===== src/rtl/npc_pkg.sv =====
package npc_pkg;

  localparam int ADDR_W     = 32;
  localparam int OFF_W      = 16;
  localparam int JF_W       = 26;
  localparam int ALIGN_BITS = 2;
  localparam int INSN_BYTES = 1 << ALIGN_BITS;
  localparam int WORD_W     = ADDR_W - ALIGN_BITS;
  localparam int SEXT_W     = ADDR_W - OFF_W - ALIGN_BITS;
  localparam int REGION_W   = ADDR_W - JF_W - ALIGN_BITS;

  typedef logic [ADDR_W-1:0] addr_t;

  typedef enum logic [1:0] {
    FLOW_SEQ = 2'd0,
    FLOW_BEQ = 2'd1,
    FLOW_BNE = 2'd2,
    FLOW_JMP = 2'd3
  } flow_t;

  function automatic addr_t seq_next(input addr_t pc);
    return pc + addr_t'(INSN_BYTES);
  endfunction

  function automatic addr_t branch_target(input addr_t p4, input logic [OFF_W-1:0] off);
    addr_t disp;
    disp = {{SEXT_W{off[OFF_W-1]}}, off, {ALIGN_BITS{1'b0}}};
    return p4 + disp;
  endfunction

  function automatic addr_t jump_target(input addr_t p4, input logic [JF_W-1:0] jf);
    return {p4[ADDR_W-1 -: REGION_W], jf, {ALIGN_BITS{1'b0}}};
  endfunction

  function automatic logic cond_taken(input flow_t f, input logic eq);
    case (f)
      FLOW_BEQ: return eq;
      FLOW_BNE: return ~eq;
      default:  return 1'b0;
    endcase
  endfunction

endpackage


===== src/rtl/npc_targets.sv =====
module npc_targets
  import npc_pkg::*;
(
  input  addr_t             pc,
  input  logic [OFF_W-1:0]  off,
  input  logic [JF_W-1:0]   jf,
  output addr_t             pc_plus4,
  output addr_t             br_tgt,
  output addr_t             jmp_tgt
);

  always_comb begin
    pc_plus4 = seq_next(pc);
    br_tgt   = branch_target(pc_plus4, off);
    jmp_tgt  = jump_target(pc_plus4, jf);
  end

endmodule


===== src/rtl/npc_select.sv =====
module npc_select
  import npc_pkg::*;
(
  input  flow_t flow,
  input  logic  eq,
  input  addr_t pc_plus4,
  input  addr_t br_tgt,
  input  addr_t jmp_tgt,
  output logic  br_taken,
  output addr_t nxt_pc
);

  always_comb begin
    br_taken = cond_taken(flow, eq);
    if (flow == FLOW_JMP)
      nxt_pc = jmp_tgt;
    else if (br_taken)
      nxt_pc = br_tgt;
    else
      nxt_pc = pc_plus4;
  end

endmodule


===== src/rtl/npc_pc_reg.sv =====
module npc_pc_reg
  import npc_pkg::*;
#(
  parameter addr_t RESET_VEC = 32'h0040_0000
) (
  input  logic  clk,
  input  logic  rst,
  input  logic  en,
  input  addr_t d,
  output addr_t q
);

  always_ff @(posedge clk) begin
    if (rst)
      q <= RESET_VEC;
    else if (en)
      q <= d;
  end

endmodule


===== src/rtl/npc_unit.sv =====
module npc_unit
  import npc_pkg::*;
#(
  parameter logic [31:0] RESET_VEC = 32'h0040_0000
) (
  input  logic              clk,
  input  logic              rst,
  input  logic              adv_en,
  input  logic [1:0]        flow_sel,
  input  logic [OFF_W-1:0]  br_off,
  input  logic [JF_W-1:0]   jfield,
  input  logic              regs_eq,
  output logic [ADDR_W-1:0] pc_q,
  output logic [WORD_W-1:0] fetch_addr
);

  addr_t pc_plus4;
  addr_t br_tgt;
  addr_t jmp_tgt;
  addr_t nxt_pc;
  logic  br_taken;
  flow_t flow;

  assign flow = flow_t'(flow_sel);

  npc_targets u_tgt (
    .pc       (pc_q),
    .off      (br_off),
    .jf       (jfield),
    .pc_plus4 (pc_plus4),
    .br_tgt   (br_tgt),
    .jmp_tgt  (jmp_tgt)
  );

  npc_select u_sel (
    .flow     (flow),
    .eq       (regs_eq),
    .pc_plus4 (pc_plus4),
    .br_tgt   (br_tgt),
    .jmp_tgt  (jmp_tgt),
    .br_taken (br_taken),
    .nxt_pc   (nxt_pc)
  );

  npc_pc_reg #(.RESET_VEC(RESET_VEC)) u_pc (
    .clk (clk),
    .rst (rst),
    .en  (adv_en),
    .d   (nxt_pc),
    .q   (pc_q)
  );

  assign fetch_addr = pc_q[ADDR_W-1:ALIGN_BITS];

endmodule


===== config.mk =====
export PLATFORM = sky130hd
export DESIGN_NAME = npc_unit
export DESIGN_NICKNAME = d
export VERILOG_FILES = /design/src/rtl/npc_pkg.sv /design/src/rtl/npc_targets.sv /design/src/rtl/npc_select.sv /design/src/rtl/npc_pc_reg.sv /design/src/rtl/npc_unit.sv
export SDC_FILE = /design/constraint.sdc
export NUM_CORES = 1
export LEC_CHECK = 0
export BUFFER_PORTS_ARGS = -buffer_cell sky130_fd_sc_hd__buf_2
export CAP_MARGIN = 20
export CORE_UTILIZATION = 35
export DETAILED_ROUTE_END_ITERATION = 8
export HOLD_SLACK_MARGIN = 0.08
export MAX_ROUTING_LAYER = met4
export PLACE_DENSITY = 0.66
export SLEW_MARGIN = 20
export SYNTH_ARGS = -nofsm -noshare
export SYNTH_HDL_FRONTEND = slang
export SYNTH_SLANG_ARGS = --single-unit

===== constraint.sdc =====
create_clock -name clk -period 3.2 [get_ports clk]
set_input_delay 0.64 -clock clk [delete_from_list [all_inputs] [get_ports clk]]
set_output_delay 0.64 -clock clk [all_outputs]
set_load 0.05 [all_outputs]

Yosys cells after proc, flatten, opt, wreduce, memory -nomap -nowiden
Cells that the tools add are included.
{ "totals": {"register_bits": 32, "latch_bits": 0, "ramBits": 0, "romBits": 0, "wordCells": 10, "memories": 0} }
{ "classes": {"add_sub_neg": 2, "multipliers": 0, "n_div": 0, "n_lt_le_gt_ge": 0, "eq_ne": 3, "shift": 0, "muxes": 3, "bitwise_logic": 1, "n_reduce_logical": 0} }
{ "op_table": {"columns": ["operator", "n"], "rows": [
  ["32-bit two-way mux", 2],
  ["32-bit by 3-bit adder with 32-bit output, second input constant", 1],
  ["32-bit adder", 1],
  ["2-bit equality test, second input constant", 2],
  ["2-bit by 1-bit equality test with 1-bit output, second input constant", 1],
  ["1-bit case mux with 2 select lines", 1],
  ["1-bit NOT", 1]
]} }

Logic depth before layout (Yosys ltp)
Gate-level depths: netlist of the first run.
{ "logic_depth": {"word_depth": 4, "depth_mapped": 17, "mapped_depth_nobuf": 16} }

Hierarchy
Synthesis of the first run repeated with hierarchy kept, for this count alone.
{ "unflattened": {"hier_cells": 692, "area_unflattened_um2": 5203.7} }
{ "modules_own_cells": {"columns": ["module", "instances", "cells_each", "area_per_inst_um2"], "rows": [
  ["npc_targets", 1, 334, 2454.9],
  ["npc_select", 1, 225, 1357.6],
  ["npc_pc_reg", 1, 103, 1166.1],
  ["npc_unit", 1, 30, 225.2]
]} }

Least setup slack after synthesis of the first run
OpenSTA, ideal clock, no wires.
{ "synth_path": {"path_kind": "register to register", "startpoint": "register u_pc.q[4]", "endpoint": "register u_pc.q[31]", "setup_ps": 123, "arrival_ps": 3763, "required_time_ps": 3077, "slack_ps": -686, "path_stages_with_launch": 14, "path_buffers": 0, "period_less_slack_ps": 3886, "cell_sequence": "dfxtp_1 > nand4_1 > nor4_4 > nand4_4 > nor2_2 > and3_1 > xor2_1 > ha_1 > nand4_1 > or3_1 > o21bai_1 > mux2i_1 > mux2i_1 > mux2_1"} }
{ "synth_via": {"elab_chain_cells": 4} }
{ "synth_rtl": {"columns": ["item", "line_no", "rtl"], "rows": [
  ["from (decl)", "npc_pc_reg.sv:10", "output addr_t q"],
  ["from (signal assigned)", "npc_pc_reg.sv:15", "q <= RESET_VEC;"],
  ["from (signal assigned)", "npc_pc_reg.sv:17", "q <= d;"],
  ["32-bit by 3-bit adder with 32-bit output (*)", "npc_pkg.sv:22", "return pc + addr_t'(INSN_BYTES);"],
  ["32-bit adder", "npc_pkg.sv:28", "return p4 + disp;"],
  ["32-bit two-way mux", "npc_select.sv:17", "else if (br_taken)"],
  ["32-bit two-way mux (*)", "npc_select.sv:15", "if (flow == FLOW_JMP)"]
]} }
Every way passes the cells marked *; elsewhere a longest branch is shown, timed or not.
A chain may end at the register's enable or synchronous reset.

Final worst setup path of the first run
{ "layout_path": {"startpoint": "register u_pc.q[13]", "endpoint": "register u_pc.q[31]"} }
The elaborated chain is that of the path after synthesis.

==> run metrics, run 1 <==
Synth top cells by count 68 x nand2_1, 56 x nor2_1, 43 x a21oi_1; failing checks DRC, setup timing; first-pass GRT wire length between 20000 and 25000 um; Hold Path Stages 2; dominant cell type by area after synthesis dfxtp_1; Biggest register u_pc.q; Largest regs u_pc.q x30; FF-to-FF setup slack -0.27 ns; Multi-input gate area 3870 um2; Max Fclk just under 300 MHz; most frequent cell after synthesis nand2_1; routed len/inst around 18 um; synth warn 0; Crit Reg-Reg Startpoint u_pc.q[13]; via count 5132; share of cells above drive strength 1 0.510; Yosys top cell area share 0.143; Synth Register Bits 30; clock-pin slew on the worst setup and hold paths 0.05 ns; status finished, violations left; MaxCap Viol Count 0; largest net degree at the start of global routing 31; count of final hold-check violations 0; Critical Path RT between 3 and 4 ns; Tmin final roughly 3.5 ns; cts bufs inserted 5; hold endpoint u_pc.q[30]; Max Slew Vio Count 0; worst vdd ir 0.266 mV; critical path class flip-flop to flip-flop; worst-margin pin slew 1.03 ns; Initial DRC Count 436; Reg-to-Reg End u_pc.q[31]; final setup TNS -1.62 ns; vias in the first global route between 4000 and 5000; die area between 10000 and 15000 um2; first-pass iteration count of the detailed router 7; Seq/Total Area, Yosys 0.143; PortBufs 107; Post-Synthesis Cells ~570; GP Congestion 0.925; number of enable flip-flop cells after synthesis 0; total clock sinks 30; FP Rows 39; Via density approximately 5.6; Arr. time, crit path roughly 3.6 ns; Initial Utilization 0.362; Clock Path Buffers 2; pre-CTS setup slack -0.425 ns; Worst slew margin 0.313; # nets final 862; R2R cell count 14; total track usage 0.259; worst skew pair latency 0.28 ns; die width roughly 110 um; final setup margin -0.271 ns; Root Driver clkbuf_16; HPWL Detailed around 12000 um; Core ar. approximately 12000 um2; H-tree depth 2; number of placed I/O pins between 100 and 150; Worst Setup SP u_pc.q[13]; Crit. End Element flip-flop; Mapped Area between 4000 and 5000 um2; PwrDens about 330 nW/um2; endpoints failing setup 10; CTS tree done; RSZ-0062 raised after global routing true; final setup skew between 0.005 and 0.006 ns; Mean Syn Cell Area between 7 and 8 um2; total area of sequential cells 656 um2; critical path startpoint category flip-flop; drt total wl approximately 16000 um; drc violations 16; synth top area cells dfxtp_1 14%, ha_1 11%, nand2_1 6.1%, buf_4 5.7%, a21oi_1 5.1%; HP Class flip-flop to flip-flop; Final ANT Viol Nets 0; cts hold-fix bufs 0; total gr overflow 0; total power ~2.2 mW; leakage ~3.1 nW; predominant post-synthesis flop cell dfxtp_1; asr flop ratio synth 0; WHS between 0.5 and 0.6 ns; max reg flops 30; initial antenna violation count 0; # fillers 1022; hold_sp u_pc.q[30]; post-route clock period utilization 1.08; area delta synth->final 57.9%; Die Y 111 um; synth unique cells 67; maximum fanout along the worst path 3; diode count 0
[layout by cell type, fill, tap and decap left out, drive strengths merged, types with 11 or more instances in the layout]
cell type and instances:
nand3 18, a21oi 44, ha 37, inv 11
xor2 22, nor3 12, o21ai 29, buf 259
nor2 58, o211ai 26, xnor2 25, nand2 69
dfxtp 30, a21o 18, nand4 15
[routing by layer]
layer	wire, um	vias to the layer above	share of wire	track usage
met2	7980	207	0.48	0.424
met3	1010	27	0.061	0.0250
met1	7220	2449	0.44	0.347
met5	0	-	0	-
met4	267	0	0.016	0.0568
li1	-	2449	-	-
[how the worst max path moves through the flow]
stage | cells after the start | end | slack [ns]
2_1_floorplan | 15 | u_pc.q[31] | -0.19
3_3_place_gp | 17 | u_pc.q[31] | -0.39
3_5_place_dp | 15 | u_pc.q[31] | -0.42
4_1_cts | 17 | u_pc.q[31] | -0.32
5_1_grt | 14 | u_pc.q[31] | -0.42
6_report | 14 | u_pc.q[31] | -0.27
[cell families (layout without fill, tap and decap cells)]
family | after synthesis | in the layout | synth area share
AO/OA/AOI/OAI | 173 | 173 | 0.278
XOR/XNOR | 47 | 47 | 0.102
adder cells (fa/ha/maj) | 38 | 38 | 0.115
buffers and inverters | 69 | 278 | 0.108
flip-flops | 30 | 30 | 0.143
multiplexers | 6 | 6 | 0.0146
other | 1 | 2 | 0.000895
AND/OR/NAND/NOR | 203 | 203 | 0.237
[critical path, cell delays in order (launching register included)]
cell	delay [ns]
dfxtp_4	0.34
and4_4	0.22
and4_4	0.26
nand3_4	0.10
buf_6	0.15
nor3_4	0.27
and3_4	0.24
xor2_1	0.07
ha_1	0.32
nand4_1	0.09
or3_4	0.35
o21bai_4	0.15
mux2i_1	0.23
mux2i_1	0.23
mux2_1	0.33
[layout make-up]
cell class / count / share of cell area
flip-flops and latches: 30 / 0.0991
inverters: 11 / 0.00624
clock inverters: 2 / 0.00189
multi-input cells: 469 / 0.584
repair buffers: 259 / 0.260
clock buffers: 6 / 0.0210
well taps: 143 / 0.0270
[through the flow]
stage | instances | instance area (um2) | utilization
final | 920 | 6620 | 0.572
after global routing | 920 | 6620 | 0.572
after CTS | 908 | 6160 | 0.533
after detailed placement | 887 | 5540 | 0.479
after global placement | 887 | 5540 | 0.479
after floorplan | 568 | 4290 | -
[power breakdown]
| group | switching (mW) | internal (mW) |
|---|---|---|
| clock network | 0.175 | 0.307 |
| registers | 0.0285 | 0.402 |
| logic | 0.756 | 0.514 |
[repair_timing]
action                     in CTS  in global routing
gates resized for setup        72                 63
setup endpoints to repair      17                 18
pin swaps                      60                 59
setup buffers                  15                 12
(Power assumes the default switching activity.)
==> inputs of run 2 (changes only) <==
--- a/config.mk
+++ b/config.mk
@@ -5,13 +5,14 @@
 export SDC_FILE = /design/constraint.sdc
 export NUM_CORES = 1
 export LEC_CHECK = 0
+export ABC_AREA = 1
 export BUFFER_PORTS_ARGS = -buffer_cell sky130_fd_sc_hd__buf_2
 export CAP_MARGIN = 20
 export CORE_UTILIZATION = 35
 export DETAILED_ROUTE_END_ITERATION = 8
 export HOLD_SLACK_MARGIN = 0.08
 export MAX_ROUTING_LAYER = met4
-export PLACE_DENSITY = 0.66
+export PLACE_DENSITY = 0.65
 export SLEW_MARGIN = 20
 export SYNTH_ARGS = -nofsm -noshare
 export SYNTH_HDL_FRONTEND = slang
==> run 2 against run 1 <==
  * Largest power group unchanged
  * Fmax is 14% higher
  * Die area rose by 9.9%
  * Critical endpoint is now u_pc.q[16]
  * Largest cell class unchanged
  * The run now ends clean
  * Global-route usage is 1.7 points lower
  * Design area is 14% lower
  * Sequential power increased by 4.7%
==> run metrics, run 2 <==
HPWL Detailed between 10000 and 15000 um; dominant cell type by area after synthesis nand2_1; FF-to-FF setup slack ~0.16 ns; hold_sp u_pc.q[13]; vias in the first global route 4941; CTS tree done; leakage between 2 and 3 nW; Seq/Total Area, Yosys 0.130; die width between 100 and 150 um; final setup skew approximately 0.0070 ns; hold endpoint u_pc.q[13]; Core ar. 12700 um2; total clock sinks 30; diode count 0; PwrDens between 300 and 400 nW/um2; Biggest register u_pc.q; Root Driver clkbuf_16; Crit. End Element flip-flop; predominant post-synthesis flop cell dfxtp_1; highest-count cells in the layout ignoring fill and taps 230 x nand2_1, 107 x buf_2, 85 x inv_1; Crit Reg-Reg Startpoint u_pc.q[3]; maximum fanout along the worst path 7; Post-Synthesis Cells ~800; final setup TNS 0 ns; Mean Syn Cell Area about 5.7 um2; cts bufs inserted 5; number of enable flip-flop cells after synthesis 0; FP Rows 41; worst-margin pin slew 0.930 ns; Max Slew Vio Count 0; Via density ~5.0; status completed; total track usage 0.242; Final ANT Viol Nets 0; GP Congestion between 0.9 and 1; synth top area cells nand2_1 19%, dfxtp_1 13%, ha_1 10%, inv_1 7.0%, a21oi_1 6.9%; H-tree depth 2; Crit path largest cell delay roughly 0.39 ns; # fillers 1435; Mapped Area between 4000 and 5000 um2; endpoints failing setup 0; worst skew pair latency around 0.28 ns; clock-pin slew on the worst setup and hold paths approximately 0.050 ns; synth warn 0; Arr. time, crit path ~3.2 ns; number of placed I/O pins 110; Initial Utilization 0.363; first-pass GRT wire length between 20000 and 25000 um; area delta synth->final 22.8%; count of final hold-check violations 0; final setup margin roughly 0.16 ns; largest net degree at the start of global routing 34; MaxCap Viol Count 0; routed len/inst ~15 um; RSZ-0062 raised after global routing true; Largest regs u_pc.q x30; total gr overflow 0; share of cells above drive strength 1 0.261; initial antenna violation count 0; # nets final ~990; max reg flops 30; Yosys top cell area share 0.194; synth unique cells 42; Worst slew margin 0.379; worst vdd ir approximately 0.24 mV; Hold Path Stages 2; Clock Path Buffers 2; pre-CTS setup slack -0.112 ns; die area approximately 14000 um2; WHS ~0.5 ns; drt total wl 15600 um; Tmin final a little over 3 ns; via count 5408; Buf/Inv on CP 1; drc violations 0; HP Class flip-flop to flip-flop; total power 2.01 mW; first-pass iteration count of the detailed router 5; PortBufs between 100 and 150; CP cell instances nand2_1 -> nor2_4 -> nand3_2 -> inv_2 -> nand2_4 -> nor2_4 -> xor2_2 -> ha_1 -> a21oi_1 -> o21ai_0 -> a21oi_1 -> nand2_1 -> xnor2_1 -> nor2_1 -> o21ai_1 -> a21oi_1; post-route clock period utilization 0.952; most frequent cell after synthesis nand2_1; most frequent CP cell a21oi_1; Initial DRC Count around 470; Multi-input gate area 3580 um2; total area of sequential cells slightly above 600 um2; Synth Register Bits 30; asr flop ratio synth 0; Die Y roughly 120 um; Critical Path RT 3.35 ns; R2R cell count 16; Max Fclk 328 MHz; delay-heaviest family, CP compound AO/OA/AOI/OAI gates; Reg-to-Reg End u_pc.q[16]; Crit-path slowest cell dfxtp_2; Synth top cells by count 238 x nand2_1, 86 x inv_1, 83 x nor2_1; critical path startpoint category flip-flop; critical path class flip-flop to flip-flop; most common cell after layout, fill and taps aside nand2_1
==> run 2: cell types whose count changed in the layout (fill, tap and decap cells not counted), sizes merged, moves of 19 or more <==
cell / before / now
nand2: 69 / 244
buf: 259 / 137
inv: 11 / 91
nand3: 18 / 54
nor2: 58 / 91
a21oi: 44 / 66
o211ai: 26 / 6
o21ai: 29 / 48
==> run 2: final cells by class <==
class | instances | area share
repair buffers | 137 | 0.134
clock buffers | 7 | 0.0252
well taps | 172 | 0.0380
flip-flops and latches | 30 | 0.109
clock inverters | 1 | 0.000884
multi-input cells | 633 | 0.632
inverters | 92 | 0.0610
==> run 2: cell families (layout without fill, tap and decap cells) <==
group,count (synthesis),in the layout,share of synthesized area
adder cells (fa/ha/maj),38,38,0.105
buffers and inverters,143,237,0.145
flip-flops,30,30,0.130
AO/OA/AOI/OAI,144,144,0.172
AND/OR/NAND/NOR,422,422,0.391
XOR/XNOR,27,27,0.0561
other,1,2,0.000813
==> run 2: through the flow <==
stage          cells  utilization  instance area (um2)
6_report        1072        0.445                 5660
3_5_place_dp    1062        0.413                 5250
5_1_grt         1072        0.445                 5660
4_1_cts         1070        0.426                 5420
3_3_place_gp    1062        0.413                 5250
2_1_floorplan    806            -                 4620
==> run 2: timing repair <==
| item | 4_1_cts | 5_1_grt |
|---|---|---|
| hold buffers | 0 | 0 |
| pin swaps | 0 | 3 |
| setup endpoints to repair | 5 | 18 |
| gates cloned | 0 | 0 |
| gates resized for setup | 5 | 62 |
| buffers inserted | 0 | 2 |
==> run 2: worst min-delay path: stages, from the launching register on <==
cell and delay [ns]:
dfxtp_2 0.34, nand2_1 0.08, a21oi_2 0.05
==> run 2: worst max-delay path by stage <==
stage | start | end | slack (ns) | cells after the start
CTS | u_pc.q[15] | u_pc.q[21] | 0.02 | 17
finish | u_pc.q[3] | u_pc.q[16] | 0.16 | 16
detailed placement | u_pc.q[2] | u_pc.q[21] | -0.11 | 16
floorplan | u_pc.q[2] | u_pc.q[22] | 0.11 | 18
global route | u_pc.q[3] | u_pc.q[31] | -0.04 | 21
global placement | u_pc.q[15] | u_pc.q[21] | -0.06 | 17
==> run 2: layer usage <==
metal  global-route usage  share of wire
met1                0.312           0.46
met2                0.393           0.46
met3               0.0330          0.057
met5                    -              0
met4               0.0726          0.030
==> run 2: power breakdown <==
| group | switching [mW] | internal, mW |
|---|---|---|
| logic | 0.735 | 0.337 |
| clock network | 0.176 | 0.308 |
| registers | 0.0422 | 0.408 |
==> inputs of run 3 (changes only) <==
--- a/config.mk
+++ b/config.mk
@@ -8,11 +8,11 @@
 export ABC_AREA = 1
 export BUFFER_PORTS_ARGS = -buffer_cell sky130_fd_sc_hd__buf_2
 export CAP_MARGIN = 20
-export CORE_UTILIZATION = 35
+export CORE_UTILIZATION = 45
 export DETAILED_ROUTE_END_ITERATION = 8
 export HOLD_SLACK_MARGIN = 0.08
 export MAX_ROUTING_LAYER = met4
-export PLACE_DENSITY = 0.65
+export PLACE_DENSITY = 0.79
 export SLEW_MARGIN = 20
 export SYNTH_ARGS = -nofsm -noshare
 export SYNTH_HDL_FRONTEND = slang
==> run 3 against run 2 <==
  * Setup slack lost 0.040 ns
  * Core utilization grew 12 points
  * Non-clock buffer count increased by 3
  * Critical path depth up 2
  * Worst hold slack gained 0.0046 ns
  * Global-route usage grew 5.4 points
  * Clock power down 32%
  * Sequential cell count did not move
  * Critical path type unchanged
==> run metrics, run 3 (synthesis results as in run 2) <==
Crit. End Element flip-flop; Max Fclk 324 MHz; Top Layer Used met4; initial antenna violation count 0; final setup skew 0.00747 ns; Reg-to-Reg End u_pc.q[29]; diode count 0; R2R cell count 18; total clock sinks 30; # fillers 1011; maximum fanout along the worst path 5; clock-pin slew on the worst setup and hold paths approximately 0.070 ns; max reg flops 30; Post-DP Area ~5200 um2; FP Rows 36; Die Y slightly above 100 um; MaxCap Viol Count 0; via count 5486; Max Slew Vio Count 0; Initial Utilization 0.468; Arr. time, crit path between 3 and 4 ns; first-pass GRT wire length roughly 23000 um; worst-margin pin slew between 0.5 and 0.6 ns; routed wl met2 about 7000 um; final design utilization 0.561; endpoints failing setup 0; FF-to-FF setup slack 0.12 ns; PwrDens roughly 330 nW/um2; die area 10700 um2; Core ar. approximately 9900 um2; area delta synth->final 19.9%; fin area around 5500 um2; HP Class flip-flop to flip-flop; routed len/inst around 15 um; leakage between 2 and 3 nW; # nets final ~990; H-tree depth 2; worst skew pair latency around 0.29 ns; total track usage 0.296; total gr overflow 0; worst vdd ir approximately 0.24 mV; cts hold-fix bufs 0; Metal-1 WL around 6600 um; first-pass iteration count of the detailed router 5; CTS tree done; highest-count cells in the layout ignoring fill and taps 235 x nand2_1, 107 x buf_2, 86 x inv_1; Worst slew margin 0.640; RSZ-0062 raised after global routing true; final setup margin 0.115 ns; critical path startpoint category flip-flop; post-route clock period utilization 0.964; total power approximately 1.8 mW; count of final hold-check violations 0; cts bufs inserted 5; Clock Path Buffers 2; Critical Path RT around 3.4 ns; critical path class flip-flop to flip-flop; Biggest register u_pc.q; status completed; vias in the first global route slightly below 5000; largest net degree at the start of global routing 34; Crit Reg-Reg Startpoint u_pc.q[4]; Tmin final 3.08 ns; critical path capture point u_pc.q[29]; die width ~100 um; share of cells above drive strength 1 0.245; most common cell after layout, fill and taps aside nand2_1; Worst Setup SP u_pc.q[4]; Root Driver clkbuf_8; Initial DRC Count 324; drc violations 0; Largest regs u_pc.q x30; HPWL Detailed about 12000 um; total area of sequential cells about 610 um2; GP Congestion 0.921; Routed met3 length about 870 um; number of placed I/O pins 110; Via density between 5 and 6; Final ANT Viol Nets 0; Multi-input gate area roughly 3500 um2; drt total wl around 15000 um; pre-CTS setup slack approximately 0.038 ns; WHS 0.511 ns; PortBufs 107
[run 3: critical path: stages, from the launching register on]
cell and delay, ns:
dfxtp_1 0.37, nand2_2 0.09, buf_4 0.14, inv_2 0.05, nand3_1 0.18, nor2_4 0.20
nand2_1 0.11, xor2_2 0.16, inv_1 0.08, ha_1 0.36, a21oi_2 0.19, o21ai_0 0.15
a21oi_1 0.24, nand3_2 0.15, nand2_1 0.11, inv_1 0.04, o21ai_0 0.13, nand3_1 0.11
a21oi_1 0.14
[run 3: layer usage]
metal,vias to the layer above,track usage
met5,-,-
met4,0,0.127
met3,47,0.0370
met2,229,0.491
met1,2439,0.362
li1,2771,-
[run 3: repair_timing]
action                                  CTS  global route
buffers inserted                          0             5
endpoints found under the hold margin     0             0
gates resized for setup                   0            46
endpoints found under the setup margin    0            18
[run 3: cell type report]
cell class                 count  share of cell area
multi-input combinational    633               0.634
inverter                      92              0.0624
clock buffer                   7              0.0156
tap                          133              0.0301
clock inverter                 1            0.000905
sequential                    30               0.111
timing repair buffer         140               0.146
[run 3: worst min-delay path by stage]
| stage | slack (ns) | cells past startpoint | to | startpoint |
|---|---|---|---|---|
| 3_3_place_gp | 0.51 | 2 | u_pc.q[30] | u_pc.q[30] |
| 2_1_floorplan | 0.72 | 2 | u_pc.q[31] | u_pc.q[31] |
| 3_5_place_dp | 0.52 | 2 | u_pc.q[31] | u_pc.q[31] |
| 5_1_grt | 0.54 | 2 | u_pc.q[17] | u_pc.q[17] |
| 4_1_cts | 0.53 | 2 | u_pc.q[31] | u_pc.q[31] |
| 6_report | 0.51 | 2 | u_pc.q[17] | u_pc.q[17] |
[run 3: where the power goes]
part / switching (mW) / leakage, nW / internal (mW)
combinational: 0.716 / 2.61 / 0.329
clock: 0.157 / 0.0482 / 0.174
sequential: 0.0403 / 0.251 / 0.407
[run 3: per-stage QoR]
stage | std cells | setup TNS, ns
after floorplan | 806 | 0
after global placement | 1023 | 0
after detailed placement | 1023 | 0
after CTS | 1031 | 0
after global routing | 1036 | -0.318
final | 1036 | 0
